File: src/rtl/lt_pkg.sv
package lt_pkg;
    localparam int DIV_W = 3;

    typedef enum logic {
        LT_ONESHOT  = 1'b0,
        LT_PERIODIC = 1'b1
    } lt_mode_e;

    typedef struct packed {
        logic [DIV_W-1:0] div;
        lt_mode_e         mode;
        logic             mask;
    } lt_cfg_t;
endpackage

File: src/rtl/lt_prescaler.sv
module lt_prescaler #(
    parameter int DIV_W = 3
) (
    input  logic             clk,
    input  logic             rst_n,
    input  logic             clear,
    input  logic             run,
    input  logic [DIV_W-1:0] div,
    output logic             tick
);
    localparam int PRE_W = (1 << DIV_W) - 1;

    logic [PRE_W-1:0] pre_d, pre_q;
    logic [PRE_W-1:0] sel;

    always_comb begin
        sel   = PRE_W'((1 << div) - 1);
        tick  = run && ((pre_q & sel) == sel);
        pre_d = pre_q + PRE_W'(1);
        if (clear || !run) pre_d = '0;
    end

    always_ff @(posedge clk) begin
        if (!rst_n) pre_q <= '0;
        else        pre_q <= pre_d;
    end
endmodule

File: src/rtl/lt_countdown.sv
module lt_countdown #(
    parameter int CNT_W = 32
) (
    input  logic             clk,
    input  logic             rst_n,
    input  logic             load,
    input  logic [CNT_W-1:0] load_val,
    input  logic             tick,
    input  logic             periodic,
    input  logic [CNT_W-1:0] reload_val,
    output logic [CNT_W-1:0] count,
    output logic             running,
    output logic             expire
);
    typedef struct packed {
        logic [CNT_W-1:0] cnt;
        logic             run;
    } cd_state_t;

    cd_state_t st_d, st_q;

    always_comb begin
        st_d   = st_q;
        expire = 1'b0;
        if (load) begin
            st_d.cnt = load_val;
            st_d.run = (load_val != '0);
        end else if (tick && st_q.run) begin
            if (st_q.cnt == CNT_W'(1)) begin
                expire = 1'b1;
                if (periodic) begin
                    st_d.cnt = reload_val;
                end else begin
                    st_d.cnt = '0;
                    st_d.run = 1'b0;
                end
            end else begin
                st_d.cnt = st_q.cnt - CNT_W'(1);
            end
        end
    end

    always_ff @(posedge clk) begin
        if (!rst_n) st_q <= '0;
        else        st_q <= st_d;
    end

    assign count   = st_q.cnt;
    assign running = st_q.run;
endmodule

File: src/rtl/lt_local_timer.sv
module lt_local_timer #(
    parameter int CNT_W = 32
) (
    input  logic                    clk,
    input  logic                    rst_n,
    input  logic                    init_we,
    input  logic [CNT_W-1:0]        init_wdata,
    input  logic                    cfg_we,
    input  logic [lt_pkg::DIV_W-1:0] cfg_div,
    input  logic                    cfg_periodic,
    input  logic                    cfg_mask,
    input  logic                    irq_ack,
    output logic [CNT_W-1:0]        cur_count,
    output logic                    irq
);
    import lt_pkg::*;

    typedef struct packed {
        logic [CNT_W-1:0] init;
        lt_cfg_t          cfg;
        logic             pend;
    } top_state_t;

    top_state_t st_d, st_q;

    logic             tick_w;
    logic             expire_w;
    logic             running_w;
    logic             mask_w;
    logic [DIV_W-1:0] div_w;
    logic             periodic_w;

    assign mask_w     = st_q.cfg.mask;
    assign div_w      = st_q.cfg.div;
    assign periodic_w = (st_q.cfg.mode == LT_PERIODIC);

    lt_prescaler #(.DIV_W(DIV_W)) u_pre (
        .clk   (clk),
        .rst_n (rst_n),
        .clear (init_we),
        .run   (running_w),
        .div   (div_w),
        .tick  (tick_w)
    );

    lt_countdown #(.CNT_W(CNT_W)) u_cnt (
        .clk        (clk),
        .rst_n      (rst_n),
        .load       (init_we),
        .load_val   (init_wdata),
        .tick       (tick_w),
        .periodic   (periodic_w),
        .reload_val (st_q.init),
        .count      (cur_count),
        .running    (running_w),
        .expire     (expire_w)
    );

    always_comb begin
        st_d = st_q;
        if (cfg_we) begin
            st_d.cfg.div  = cfg_div;
            st_d.cfg.mode = cfg_periodic ? LT_PERIODIC : LT_ONESHOT;
            st_d.cfg.mask = cfg_mask;
        end
        if (init_we)  st_d.init = init_wdata;
        if (irq_ack)  st_d.pend = 1'b0;
        if (expire_w) st_d.pend = 1'b1;
    end

    always_ff @(posedge clk) begin
        if (!rst_n) st_q <= '0;
        else        st_q <= st_d;
    end

    assign irq = st_q.pend && !st_q.cfg.mask;
endmodule

File: config.mk
export PLATFORM = sky130hd
export DESIGN_NAME = lt_local_timer
export DESIGN_NICKNAME = d
export VERILOG_FILES = /design/src/rtl/lt_pkg.sv /design/src/rtl/lt_prescaler.sv /design/src/rtl/lt_countdown.sv /design/src/rtl/lt_local_timer.sv
export SDC_FILE = /design/constraint.sdc
export NUM_CORES = 1
export LEC_CHECK = 0
export BUFFER_PORTS_ARGS = -buffer_cell sky130_fd_sc_hd__buf_2
export CAP_MARGIN = 20
export CORE_ASPECT_RATIO = 0.8
export CORE_MARGIN = 2
export CORE_UTILIZATION = 45
export CTS_CLUSTER_SIZE = 24
export DETAILED_ROUTE_END_ITERATION = 6
export PLACE_DENSITY = 0.64
export SYNTH_ARGS = -nofsm -noshare
export SYNTH_HDL_FRONTEND = slang
export SYNTH_SLANG_ARGS = --single-unit
File: constraint.sdc
create_clock -name clk -period 7.6 [get_ports clk]
set_clock_uncertainty 0.2 [all_clocks]
set_input_delay 1.14 -clock clk [delete_from_list [all_inputs] [get_ports clk]]
set_output_delay 1.14 -clock clk [all_outputs]
set_load 0.05 [all_outputs]
# After elaboration in Yosys (flattened, before gate mapping)
# Index checks and enable logic that the tools add are counted.
[word_totals]
regBits = 78
latch_bits = 0
mem_bits_rw = 0
romBits = 0
inputBits = 42
out_inout_bits = 33
elab_cells = 41
mem_count = 0
[op_classes]
add_sub_neg = 3
n_mul = 0
n_div = 0
magnitude_cmp = 0
n_eq_ne = 3
n_shift = 1
muxes = 12
bitwise = 2
reduce_logical = 12
[op_table]
columns = ["cell", "count"]
rows = [
  ["$mux W33", 2],
  ["$mux W32", 2],
  ["$eq A32 B1 Y1 const B", 1],
  ["$reduce_bool A32 Y1", 1],
  ["$sub A32 B1 Y32 const B", 1],
  ["$mux W1", 8],
  ["$add A7 B1 Y7 const B", 1],
  ["$and A7 B7 Y7", 1],
  ["$eq A7 B7 Y1", 1],
  ["$shl A1 B3 Y7 const A", 1],
  ["$sub A7 B2 Y7 const B", 1],
  ["$reduce_bool A2 Y1", 3],
  ["$logic_and A1 B1 Y1", 3],
  ["$reduce_and A3 Y1", 1],
  ["$logic_not A1 Y1", 2],
  ["$ne A2 B2 Y1 const B", 1],
  ["$reduce_or A2 Y1", 1],
  ["$logic_or A1 B1 Y1", 1],
  ["$not A1 Y1", 1],
]

# Depth between registers and ports, before layout
[depth]
word_depth = 9
depth_mapped = 10
ltp_nobuf = 8

# Modules after synthesis
# From an unflattened synthesis, not the netlist that was laid out.
[hier_totals]
hier_cells = 486
hier_area_um2 = 4342.9
[modules_own_cells]
columns = ["mod", "instances", "cells_each", "area_each_um2", "seq_area_each_um2"]
rows = [
  ["lt_countdown", 1, 324, 2542.4, 660.6],
  ["lt_local_timer", 1, 124, 1477.7, 760.7],
  ["lt_prescaler", 1, 38, 322.8, 140.1],
]

# Worst setup path before layout
# OpenSTA, ideal clock, no wires.
[synth_timing]
kind = "register to register"
startpoint = "register u_cnt.st_q (netlist bit u_cnt.count[18])"
endpoint = "register u_cnt.st_q (netlist bit u_cnt.count[13])"
setup_time_ns = 0.133
t_arrival_ns = 2.716
t_required_ns = 7.267
slack_ns = 4.550
path_stages_with_launch = 10
n_path_buf = 3
synth_period_minus_slack_ns = 3.050
cell_sequence = "dfxtp_1 -> or4_1 -> buf_2 -> or3_1 -> buf_6 -> nor4_4 -> buf_4 -> a31oi_1 -> a2111oi_0 -> nor3_1"
[synth_between]
elab_chain_len = 4
[synth_lines]
columns = ["item", "line_no", "text"]
rows = [
  ["from (decl)", "lt_countdown.sv:20", "cd_state_t st_d, st_q;"],
  ["from (signal assigned)", "lt_countdown.sv:45", "else st_q <= st_d;"],
  ["$eq A32 B1 Y1", "lt_countdown.sv:29", "if (st_q.cnt == CNT_W'(1)) begin"],
  ["$mux W32", "lt_countdown.sv:29", ""],
  ["$mux W33", "lt_countdown.sv:28", "end else if (tick && st_q.run) begin"],
  ["$mux W33", "lt_countdown.sv:25", "if (load) begin"],
]
# Every way passes these cells. The select of a mux whose other input is x is not followed.
# A chain may end at the register's enable or synchronous reset.

# Worst setup path after layout
[layout_timing]
startpoint = "register u_cnt.st_q (netlist bit u_cnt.count[18])"
endpoint = "register u_cnt.st_q (netlist bit u_cnt.count[26])"
[layout_between]
elab_chain_len = 4
word_cells_on_any_way = 5
cone_classes = "add/sub (1); eq/ne (1); mux (3)"
[layout_lines]
columns = ["item", "line_no"]
rows = [
  ["$sub A32 B1 Y32 / $eq A32 B1 Y1 (equally long branches)", "lt_countdown.sv:38, lt_countdown.sv:29"],
  ["$mux W32 *", "lt_countdown.sv:29"],
  ["$mux W33 *", "lt_countdown.sv:28"],
  ["$mux W33 *", "lt_countdown.sv:25"],
]
# Every way passes the cells marked *; elsewhere a longest branch is shown, timed or not. The select of a mux whose other input is x is not followed.

==> metrics.cfg <==
[clock_tree]
clk_latency_ns = 0.34
cts_buffer_depth = 2
cts-resized-gates = 0
clock_sink_count = 78
postCtsHoldBufs = 0
numCtsBuffers = 9
cts_tree = done
postCtsSetupBuffers = 0
htree_levels = 3
clockRootBuffer = clkbuf_16
clk_pin_slew_ns = 0.06

[pwr]
p_leak_nw = 1.95
peakVddDrop_uv = 141
power_density_mw_per_mm2 = 229
total_power_mw = 1.14

[synthesis]
synthXorXnorAreaFrac_pct = 1.63
ys_types = 63
synthesis.nets = 580
syn_area_mm2 = 0.00430
synthSimpleGateAreaFrac_pct = 26.9
synth-seq-cells = 78
synth_area_leaders = dfxtp_1 36%, mux2i_1 6.8%, nor2_1 5.4%
synth_fa_ha_area_share_pct = 0.873
yosysSeqAreaShare_pct = 36.3
yosysTopAreaCell = dfxtp_1
yosys-mux-area-fraction_pct = 6.75
synth_flop_cell = dfxtp_1
syn_inst = 535
synth_top_cell_area_share_pct = 36.3
yosysWarnings = 0
synth-edff-count = 0
avgSynthCellArea_um2 = 8.03
synth-compound-area-share_pct = 22.4
synth_top_family_by_area = simple AND/OR/NAND/NOR gates
synth-async-reset-ratio_pct = 0

[sta]
relSlewSlack_pct = 19.1
rsz0062_at_grt = no
hold_ws_ns = 0.279
tns_ns = 0
drv_slew = 0
final-hold-violation-count = 0
min_period_ns = 3.84
clock.fmax_mhz = 261
worst_slew_pin_slew_ns = 1.21
setup_violations = 0
post-route-period-util_pct = 50.5

[detailed_routing]
first_iter_violations = 476
drtPass1Iterations = 7
drc_errors = 5
via_per_inst = 6.40
vias = 4551
ant_nets = 0
drt-total-wl_um = 14600
wl_per_cell_um = 20.5

[floorplanning]
die_h_um = 91.4
die_area_mm2 = 0.0104
core_area_mm2 = 0.00915
num_rows = 31
die_w_um = 113
io_pins = 75
start_util_pct = 47.0

[global_route]
overflow = 0
grt_pass1_wl_um = 23300
grt_max_degree = 71
antenna_found_initial = 0
grt_use_total_pct = 28.6
first_global_vias = 4256

[place]
dp_hpwl_um = 9950
portBuffers = 74
placedCellCount = 697
place_congestion = 0.974

[layout]
num_antenna_cells = 0
fin_cells = 711
drive_gt1_share_pct = 19.0
nets = 638
n_fill_cell = 909
ff_latch_area_mm2 = 0.00156
multi_input_area_mm2 = 0.00252
area_delta_synth_final_pct = 16.1

[critical_path]
critPathMaxFanout = 36
critPathArrivalTime_ns = 3.87
crit_required_ns = 7.64
ff2ff_path_depth = 7
critical_path_class = reg -> reg
crit_path_start_kind = flip-flop
cp-end-kind = flip-flop

[min_path]
hp-class = reg -> reg
hold_depth = 2

[status]
status = complete, but fails checks
violations = design-rule violations

[run]
maxCapViolCount = 0

-- synthesized netlist by cell type, types with 6 or more instances --
library cell,instances
o22ai_1,6
o211ai_1,12
nand2_1,42
a31oi_1,10
a221oi_1,7
nor2_1,62
dfxtp_1,78
a211oi_1,8
nor3_1,30
nand4_1,7
o21ai_0,26
and3_1,8
clkbuf_1,20
inv_1,8
nand3_1,21
nor4_1,23
mux2i_1,29
a21oi_1,41
-- layout make-up --
class / count / share of cell area [%]
clock buffer: 11 / 5.07
multi-input combinational: 413 / 50.5
tap: 115 / 2.88
sequential: 78 / 31.3
inverter: 9 / 0.677
timing repair buffer: 82 / 8.63
clock inverter: 3 / 0.903
-- flip-flops by register name, summed over array words and instances (netlist names) --
name / flops
st_q: 33
u_cnt.count: 32
u_pre.pre_q: 7
div_w: 3
mask_w: 1
periodic_w: 1
u_cnt.running: 1
-- worst max-delay path, cell delays in order, from the launching register on --
cell and delay (ns):
dfxtp_1 0.37, or4_1 0.64, or3_1 0.57, nor4_4 0.78
buf_4 0.47, nor4_1 0.10, a311o_1 0.33, a32o_1 0.24
-- placed cells by master (no fill, tap or decap), drive strengths merged, types with 10 or more instances in the layout --
master	instances
nor4	25
clkbuf	11
nand2	42
dfxtp	78
o21ai	27
a31oi	10
nor3	30
o211ai	12
a21oi	41
mux2i	29
nor2	62
nand3	21
buf	82
-- final timing paths --
path,start,endpoint,slack [ns]
max,u_cnt.count[18]$_SDFFE_PN0P_,u_cnt.count[26]$_SDFFE_PN0P_,3.76
min,st_q[12]$_SDFFE_PN0P_,st_q[12]$_SDFFE_PN0P_,0.28
max reg2reg,u_cnt.count[18]$_SDFFE_PN0P_,u_cnt.count[26]$_SDFFE_PN0P_,3.76
min reg2reg,st_q[12]$_SDFFE_PN0P_,st_q[12]$_SDFFE_PN0P_,0.28
-- cell families after synthesis --
group	count (synthesis)
DFF	78
and+or+nand+nor	227
AOI/OAI and AO/OA	146
adders and majority gates	3
xor gates and xnor gates	8
muxes	29
buffers and inverters	44
-- power breakdown --
part           total (mW)  switching (mW)  internal, mW
logic               0.238           0.166        0.0717
clock network       0.439           0.171         0.268
registers           0.463          0.0293         0.434
total                1.14           0.366         0.774
-- per-layer routing --
layer  track usage (%)  vias to the layer above  share of wire, %
li1                  -                     2121                 -
met1              42.0                     2144                45
met2              40.7                      258                43
met3              8.21                       28                11
met4              7.62                        0               2.0
met5                 0                        -                 0
-- through the flow --
| stage | util, % | setup slack, ns | area, um^2 |
|---|---|---|---|
| 2_1_floorplan | - | 4.55 | 4300 |
| 3_3_place_gp | 51.2 | 3.89 | 4690 |
| 3_5_place_dp | 51.2 | 3.82 | 4690 |
| 4_1_cts | 54.5 | 3.80 | 4990 |
| 5_1_grt | 54.5 | 3.52 | 4990 |
| 6_report | 54.5 | 3.76 | 4990 |
Note: power is estimated with default switching activity, not from simulation.
